**config.mk**
```make
export PLATFORM = sky130hd
export DESIGN_NAME = spi_dbuf
export DESIGN_NICKNAME = d
export VERILOG_FILES = /design/src/rtl/spi_dbuf.sv
export SDC_FILE = /design/constraint.sdc
export NUM_CORES = 1
export LEC_CHECK = 0
export ABC_CLOCK_PERIOD_IN_PS = 5400
export CORE_MARGIN = 8
export CORE_UTILIZATION = 35
export CTS_CLUSTER_SIZE = 12
export DETAILED_ROUTE_END_ITERATION = 16
export HOLD_SLACK_MARGIN = 0.05
export MAX_ROUTING_LAYER = met4
export SLEW_MARGIN = 20
export SYNTH_ARGS = -nofsm -noshare
export SYNTH_HDL_FRONTEND = slang
export SYNTH_SLANG_ARGS = --single-unit
```
**constraint.sdc**
```tcl
create_clock -name clk -period 5.4 [get_ports clk]
set_clock_uncertainty 0.2 [all_clocks]
set_input_delay 1.08 -clock clk [delete_from_list [all_inputs] [get_ports clk]]
set_output_delay 1.08 -clock clk [all_outputs]
set_load 0.02 [all_outputs]
```
**src/rtl/spi_dbuf.sv**
```systemverilog
module spi_dbuf #(
  parameter int DW = 16,
  parameter int BW = 8,
  parameter int HW = 10
) (
  input  logic          clk,
  input  logic          rst_n,
  input  logic [1:0]    bus_addr,
  input  logic          bus_wr,
  input  logic          bus_rd,
  input  logic [DW-1:0] bus_wdata,
  output logic [DW-1:0] bus_rdata,
  output logic          sck_o,
  output logic          sck_oe,
  input  logic          sck_i,
  input  logic          ss_n_i,
  input  logic          sdi_i,
  output logic          sdo_o,
  output logic          sdo_oe,
  output logic          irq_done,
  output logic          irq_err
);
  localparam int CW = $clog2(2*DW+1);
  localparam int IW = $clog2(DW);

  logic [DW-1:0] ctrl, txbuf, rxbuf, shreg;
  logic en, ovf, txfull, rxfull, busy, pend, dout, sck_q;
  logic [CW-1:0] ecnt, bcnt;
  logic [HW-1:0] pcnt, hp;
  logic [2:0] sck_sy;
  logic [1:0] ss_sy;

  wire [1:0] pri    = ctrl[1:0];
  wire [2:0] sec    = ctrl[4:2];
  wire       master = ctrl[5];
  wire       phase  = ctrl[6];
  wire       ssen   = ctrl[7];
  wire       ckedge = ctrl[8];
  wire       word   = ctrl[10];

  wire [CW-1:0] nb   = word ? CW'(DW) : CW'(BW);
  wire [CW-1:0] twon = nb << 1;
  wire [IW-1:0] msb  = word ? IW'(DW-1) : IW'(BW-1);
  wire [IW-1:0] msb2 = msb - 1'b1;

  assign hp = (pri == 2'd0 ? HW'(1) : pri == 2'd1 ? HW'(4) : pri == 2'd2 ? HW'(16) : HW'(64))
            * (HW'(sec) + HW'(1));

  wire tick    = busy && (pcnt == hp - 1'b1);
  wire in_clk  = ecnt < twon;
  wire is_cap  = in_clk && (ecnt[0] == ckedge);
  wire shift_m = tick && ((is_cap && !phase) || pend);
  wire fin_m   = tick && (((ecnt == twon - 1'b1) && !(is_cap && phase)) || (ecnt == twon));

  wire srise = sck_sy[1] & ~sck_sy[2];
  wire sfall = ~sck_sy[1] & sck_sy[2];
  wire sel   = !ssen || !ss_sy[1];
  wire scap  = en && !master && sel && (ckedge ? sfall : srise);
  wire slau  = en && !master && sel && (ckedge ? srise : sfall);
  wire fin_s = scap && (bcnt == nb - 1'b1);
  wire fin   = fin_m || fin_s;

  wire [DW-1:0] nxt    = {shreg[DW-2:0], sdi_i};
  wire [DW-1:0] full   = (fin_s || shift_m) ? nxt : shreg;
  wire [DW-1:0] finval = word ? full : {{(DW-BW){1'b0}}, full[BW-1:0]};

  wire wr_ctl  = bus_wr && bus_addr == 2'd0;
  wire wr_stat = bus_wr && bus_addr == 2'd1;
  wire wr_dat  = bus_wr && bus_addr == 2'd2;
  wire rd_dat  = bus_rd && bus_addr == 2'd2;
  wire rx_busy = rxfull && !rd_dat;

  always_ff @(posedge clk) begin
    if (!rst_n) begin
      ctrl <= '0; txbuf <= '0; rxbuf <= '0; shreg <= '0;
      en <= 1'b0; ovf <= 1'b0; txfull <= 1'b0; rxfull <= 1'b0;
      busy <= 1'b0; pend <= 1'b0; dout <= 1'b0; sck_q <= 1'b0;
      ecnt <= '0; bcnt <= '0; pcnt <= '0; sck_sy <= '0; ss_sy <= 2'b11;
      irq_done <= 1'b0; irq_err <= 1'b0;
    end else begin
      sck_sy   <= {sck_sy[1:0], sck_i};
      ss_sy    <= {ss_sy[0], ss_n_i};
      irq_done <= fin;
      irq_err  <= fin && rx_busy;

      if (!en) begin
        busy <= 1'b0; pend <= 1'b0; ecnt <= '0; pcnt <= '0; sck_q <= 1'b0; bcnt <= '0;
      end else if (master) begin
        if (!busy) begin
          if (txfull) begin
            shreg <= txbuf; dout <= txbuf[msb]; txfull <= 1'b0;
            busy <= 1'b1; ecnt <= '0; pcnt <= '0; pend <= 1'b0;
          end
        end else begin
          pcnt <= tick ? '0 : pcnt + 1'b1;
          if (tick) begin
            if (in_clk) begin
              sck_q <= ~sck_q;
              ecnt  <= ecnt + 1'b1;
            end
            if (shift_m) shreg <= nxt;
            pend <= is_cap && phase;
            if (in_clk && !is_cap) dout <= shift_m ? shreg[msb2] : shreg[msb];
            if (fin_m) busy <= 1'b0;
          end
        end
      end else begin
        if (!sel) bcnt <= '0;
        else if (scap) begin
          shreg <= nxt;
          bcnt  <= fin_s ? '0 : bcnt + 1'b1;
        end else if (slau) dout <= shreg[msb];
        if (bcnt == '0 && txfull && !scap) begin
          shreg <= txbuf; dout <= txbuf[msb]; txfull <= 1'b0;
        end
      end

      if (wr_ctl) ctrl <= bus_wdata & DW'(16'h05FF);
      if (wr_stat) begin
        en  <= bus_wdata[15];
        ovf <= ovf & bus_wdata[6];
      end
      if (wr_dat) begin
        txbuf <= bus_wdata; txfull <= 1'b1;
      end
      if (rd_dat) rxfull <= 1'b0;
      if (fin) begin
        if (rx_busy) ovf <= 1'b1;
        else begin
          rxbuf <= finval; rxfull <= 1'b1;
        end
      end
    end
  end

  assign sck_o  = sck_q;
  assign sck_oe = en && master;
  assign sdo_o  = dout;
  assign sdo_oe = en && (master || sel);

  always_comb begin
    case (bus_addr)
      2'd0:    bus_rdata = ctrl;
      2'd1:    bus_rdata = {en, 8'b0, ovf, 3'b0, busy, txfull, rxfull};
      2'd2:    bus_rdata = rxbuf;
      default: bus_rdata = '0;
    endcase
  end

  a_r9_ovf_sticky: assert property (@(posedge clk) disable iff (!rst_n)
    ovf && !(wr_stat && !bus_wdata[6]) |=> ovf);
  a_r8_err_with_done: assert property (@(posedge clk) disable iff (!rst_n)
    irq_err |-> irq_done);
  a_r8_done_single: assert property (@(posedge clk) disable iff (!rst_n)
    irq_done |=> !irq_done);
  a_r9_rx_kept: assert property (@(posedge clk) disable iff (!rst_n)
    irq_err |-> $stable(rxbuf));
  a_r11_idle_when_off: assert property (@(posedge clk) disable iff (!rst_n)
    !en |=> !sck_o && !busy);
endmodule

```
[Word level (Yosys, flattened, before mapping)]
Cells that the tools add are included.
Word-level totals
  flip-flop bits (word level): 95
  input bits: 25
  output and inout bits: 22
  word-level logic and storage cells: 175
Operators by class
  add/subtract/negate cells: 8
  multiply operators: 1
  order comparisons: 3
  equal/unequal tests: 18
  muxes and demuxes: 62
  bitwise operators: 8
  reduce and logical (&&, ||, !) cells: 56
Operator list (count)
  $mux W16: 10
  $pmux W16 S3: 1
  $mux W6: 7
  $mux W1: 33
  $mux W10: 3
  $logic_and A1 B1 Y1: 23
  $mux W7: 3
  $eq A6 B6 Y1: 3
  $ne A3 B2 Y1 const B: 5
  $add A6 B1 Y6 const B: 2
  $bmux W1 S4: 3
  $reduce_bool A3 Y1: 4
  $add A10 B1 Y10 const B: 1
  $eq A10 B10 Y1: 1
  $lt A4 B5 Y1 const B: 2
  $mul A7 B4 Y10: 1
  $sub A10 B1 Y10 const B: 1
  $logic_not A1 Y1: 8
  $reduce_and A2 Y1: 4
  $reduce_and A4 Y1: 2
  $reduce_and A7 Y1: 1
  $logic_not A6 Y1: 1
  $logic_or A1 B1 Y1: 6
  $lt A6 B6 Y1: 1
  17 further kinds: 30

[Logic depth before layout (Yosys ltp)]
  depth in word-level cells: 14
  depth in mapped cells: 17

[Worst setup path before layout]
Ideal clock, no wire load.
  path kind: register to register
  start point: register ctrl[0]
  end point: register dout (netlist: sdo_o)
  library setup time: 96 ps
  arrival: 4544 ps
  setup slack: 560 ps
  cell stages (with the launch flop): 15
  path buffers: 2
  period minus slack after synthesis: 4840 ps
  cell sequence: dfxtp_1 -> clkbuf_1 -> nand2b_1 -> or2_2 -> fa_1 -> fa_1 -> ha_1 -> a21o_1 -> a41o_1 -> xnor2_1 -> or4_1 -> buf_2 -> or4b_4 -> mux2_4 -> o41ai_2
On the way
  cells in the longest elaborated chain, start to end: 14
  elaborated cells on any way between the ends: 18
  classes of those cells: 1 x add/sub; 1 x mul; 4 x eq/ne; 8 x mux; 4 x reduce/logical
Ends and longest elaborated chain
  start, declared: RTL line 26  | logic [DW-1:0] ctrl, txbuf, rxbuf, shreg;
  start signal, assigned: RTL line 118  | if (wr_ctl) ctrl <= bus_wdata & DW'(16'h05FF);
  $eq A2 B2 Y1: RTL line 46  | assign hp = (pri == 2'd0 ? HW'(1) : pri == 2'd1 ? HW'(4) : pri == 2'd2 ? HW'(16) : HW'(64))
  $mux W7 (2 in a row): RTL line 46
  $mux W7 *: RTL line 46
  $mul A7 B4 Y10 *: RTL line 47  | * (HW'(sec) + HW'(1));
  $sub A10 B1 Y10 *: RTL line 49  | wire tick = busy && (pcnt == hp - 1'b1);
  $eq A10 B10 Y1 *: RTL line 49
  $logic_and A1 B1 Y1 *: RTL line 49
  $logic_and A1 B1 Y1: RTL line 52  | wire shift_m = tick && ((is_cap && !phase) || pend);
  $mux W1 (2 in a row): RTL line 103  | if (in_clk && !is_cap) dout <= shift_m ? shreg[msb2] : shreg[msb];
  $mux W1: RTL line 96  | if (tick) begin
  $mux W1: RTL line 89  | if (!busy) begin
  $mux W1: RTL line 88  | end else if (master) begin
  end signal, assigned: RTL line 103
  end signal, assigned: RTL line 112  | end else if (slau) dout <= shreg[msb];
  end, declared: RTL line 27  | logic en, ovf, txfull, rxfull, busy, pend, dout, sck_q;
Mark *: on every way between the ends. The rest lies on a longest branch, timed or not. The select of a mux whose other input is x is not followed.
A chain may end at the register's enable or synchronous reset.

[Final worst setup path]
  start point: register ctrl[2]
  end point: register dout (netlist: sdo_o)
On the way
  cells in the longest elaborated chain, start to end: 11
  elaborated cells on any way between the ends: 13
  classes of those cells: 2 x add/sub; 1 x mul; 2 x eq/ne; 5 x mux; 3 x reduce/logical
Ends and longest elaborated chain (RTL line)
  $add A3 B1 Y4 *: 47
  $mul A7 B4 Y10 *: 47
  $sub A10 B1 Y10 *: 49
  $eq A10 B10 Y1 *: 49
  $logic_and A1 B1 Y1 *: 49
  $logic_and A1 B1 Y1: 52
  $mux W1 (2 in a row): 103
  $mux W1: 96
  $mux W1: 89
  $mux W1: 88
Marks and branches as above.

==> results.sh <==
export IMPL_status="complete, no violations"
export IMPL_ios=47
export IMPL_row_count=46
export IMPL_yosysSeqAreaShare_pct=34.4
export IMPL_yosys_warnings=0
export IMPL_routabilityCongestion=0.876
export IMPL_comb_power_share_pct=12.4
export IMPL_clkLatencyLatePin_ns=0.35
export IMPL_p_per_area_mw_per_mm2=241
export IMPL_diodes=0
export IMPL_mostFrequentLayoutCells="115 x nand2_1, 94 x dfxtp_1, 53 x nor2_1"
export IMPL_setup_tns_ns=0
export IMPL_hpwl_um=10700
export IMPL_port_buffers=46
export IMPL_vias=4770
export IMPL_min_path_type="register to register"
export IMPL_cts_hold_buf=0
export IMPL_fmax_ghz=0.196
export IMPL_whs_endpoint="ss_sy[1]"
export IMPL_finalMaxSlewViolations=0
export IMPL_min_period_ns=5.10
export IMPL_wl_per_cell_um=15.9
export IMPL_post_route_util_pct=41.8
export IMPL_cp_required_ns=5.46
export IMPL_r2r_end="sdo_o"
export IMPL_p_sw_uw=399
export IMPL_worstMarginPinSlew_ns=1.03
export IMPL_track_usage_pct=15.2
export IMPL_fin_nets=744
export IMPL_cts_tree="built"
export IMPL_cp_start_kind="register"
export IMPL_area_delta_synth_final_pct=18.3
export IMPL_p_sw_share_pct=25.3
export IMPL_hold_violations=0
export IMPL_setup_viol=0
export IMPL_synth_seq_cells=95
export IMPL_reg2reg_from="ctrl[2]"
export IMPL_clkTransAtPathRegs_ns=0.07
export IMPL_worst_setup_path_end_kind="register"
export IMPL_cts_buffers=9
export IMPL_regArea_mm2=0.00190
export IMPL_critical_path_class="register to register"
export IMPL_drc=0
export IMPL_reg2reg_depth=14
export IMPL_cts_buffer_depth=2
export IMPL_final_common_cell="nand2_1"
export IMPL_grt_ovfl_total=0
export IMPL_hp_start="ss_sy[0]"
export IMPL_pwr_share_clk_pct=42.0
export IMPL_synth_main_ff_cell="dfxtp_1"
export IMPL_cts_sinks=95
export IMPL_yosysUniqueCellTypes=64
export IMPL_synth_area_per_cell_um2=8.39
export IMPL_synth_async_reset_ratio_pct=0
export IMPL_grt_max_degree=52
export IMPL_antenna_found_initial=0
export IMPL_path_max_fanout=13
export IMPL_syn_instance_count=660
export IMPL_drt_iter0_drc=382
export IMPL_antenna_left=0
export IMPL_fillers=1588
export IMPL_ff2ff_setup_slack_ns=0.30
export IMPL_seqPwrFrac_pct=45.6
export IMPL_postCtsSetupRepairBufs=0
export IMPL_synth_fp_nets=712
export IMPL_core_mm2=0.0157
export IMPL_intPower_uw=1180
export IMPL_fin_crit_sh_pct=94.4
export IMPL_critical_path_arrival_ns=5.15
export IMPL_ir_drop_v=0.000200
export IMPL_drt_wl_total_um=14500
export IMPL_dieArea_mm2=0.0201
export IMPL_drive_gt1_share_pct=8.32
export IMPL_rsz0062_at_grt="no"
export IMPL_cts_root_buffer="clkbuf_16"
export IMPL_die_h_um=142
export IMPL_power_leakage_uw=0.00239
export IMPL_grt_pass1_wl_um=23900
export IMPL_drt_vias_per_instance=5.22
export IMPL_grt_pass1_vias=4705
export IMPL_die_w_um=142
export IMPL_drt_pass1_iter_count=5
export IMPL_drv_cap=0
export IMPL_worstHoldPathCells=1
export IMPL_netlist_area_mm2=0.00554
export IMPL_cts_resized=0
export IMPL_synth_edf_count=0
export IMPL_relSlewSlack_pct=30.7
export IMPL_initial_core_util_pct=35.4
export IMPL_htreeDepth=3
export IMPL_multi_input_area_mm2=0.00345
## power by group through the flow
stage          clock network, µW  registers [µW]  logic, µW
6_report                     661             719        196
3_5_place_dp                   0             734        194
4_1_cts                      680             718        195
5_1_grt                      709             720        213
3_3_place_gp                   0             734        189
2_1_floorplan                  0             730        131
## synthesized netlist by cell type, types with 7 or more instances
cell	count	share of area [%]
a21oi_1	28	2.5
xnor2_1	18	2.8
o2bb2ai_1	8	1.3
and2_1	13	1.5
nand4_1	9	1.0
mux2_2	17	3.5
nand2b_1	11	1.2
nand2_1	115	7.8
dfxtp_1	95	34
o21ai_0	29	2.6
xor2_1	16	2.5
nor2_1	53	3.6
inv_1	16	1.1
or4_1	7	0.95
ha_1	21	4.7
mux2i_1	42	7.6
nand3_1	21	1.9
clkbuf_1	31	2.1
a31oi_1	13	1.5
## kinds of logic (layout without fill, tap and decap cells)
group	Yosys count	in the layout	share of synthesized area, %
xor gates and xnor gates	34	34	5.38
adders and majority gates	27	27	6.92
and+or+nand+nor	268	268	23.2
DFF	95	95	34.4
AOI/OAI and AO/OA	120	120	14.6
muxes	61	61	11.7
buffers and inverters	55	92	3.84
## layout make-up
cell class | instances | share of cell area [%]
tap | 216 | 4.13
timing repair buffer | 59 | 8.52
multi-input combinational | 510 | 52.6
sequential | 95 | 29.0
clock inverter | 4 | 0.821
clock buffer | 12 | 3.92
inverter | 17 | 0.974
## worst max-delay path, stage by stage, from the launching register on
cell and delay [ns]:
dfxtp_2 0.37, ha_1 0.24, xor2_1 0.18, nand2_1 0.11, inv_1 0.06, fa_1 0.44
fa_1 0.47, ha_1 0.37, a21o_1 0.21, a41o_1 0.23, xnor2_1 0.13, or4_1 0.65
or4b_4 0.68, mux2_4 0.34, o41ai_2 0.32
## registers in the layout, indices dropped and copies added, names as in the netlist, 2 cells and up
name	cells
ss_sy	2
sck_sy	3
txbuf	16
shreg	16
ecnt	6
bcnt	6
rxbuf	16
pcnt	10
ctrl	10
## worst max path at each step
stage	start	to	cells past startpoint
6_report	ctrl[2]	sdo_o	14
5_1_grt	ctrl[3]	sdo_o	13
4_1_cts	ctrl[2]	rxbuf[11]	14
3_5_place_dp	ctrl[2]	rxbuf[11]	14
3_3_place_gp	ctrl[2]	sdo_o	13
2_1_floorplan	ctrl[0]	sdo_o	14
## stage by stage
stage          power [µW]  instance area [µm²]  instances  hold WS [ns]  setup WS [ns]
2_1_floorplan         861                 5540        660         0.186          0.560
4_1_cts              1590                 6530        913         0.206          0.179
5_1_grt              1640                 6550        913         0.207         0.0760
6_report             1580                 6550        913         0.204          0.305
3_3_place_gp          923                 6220        897         0.198          0.389
3_5_place_dp          928                 6220        897         0.194          0.196
## layer usage
layer / track usage, % / routed length (µm) / vias to the layer above
li1: - / - / 2374
met1: 17.6 / 6500 / 2272
met2: 25.6 / 7240 / 100
met3: 3.56 / 525 / 24
met4: 5.03 / 253 / 0
met5: - / 0 / -
(Power assumes the default switching activity.)
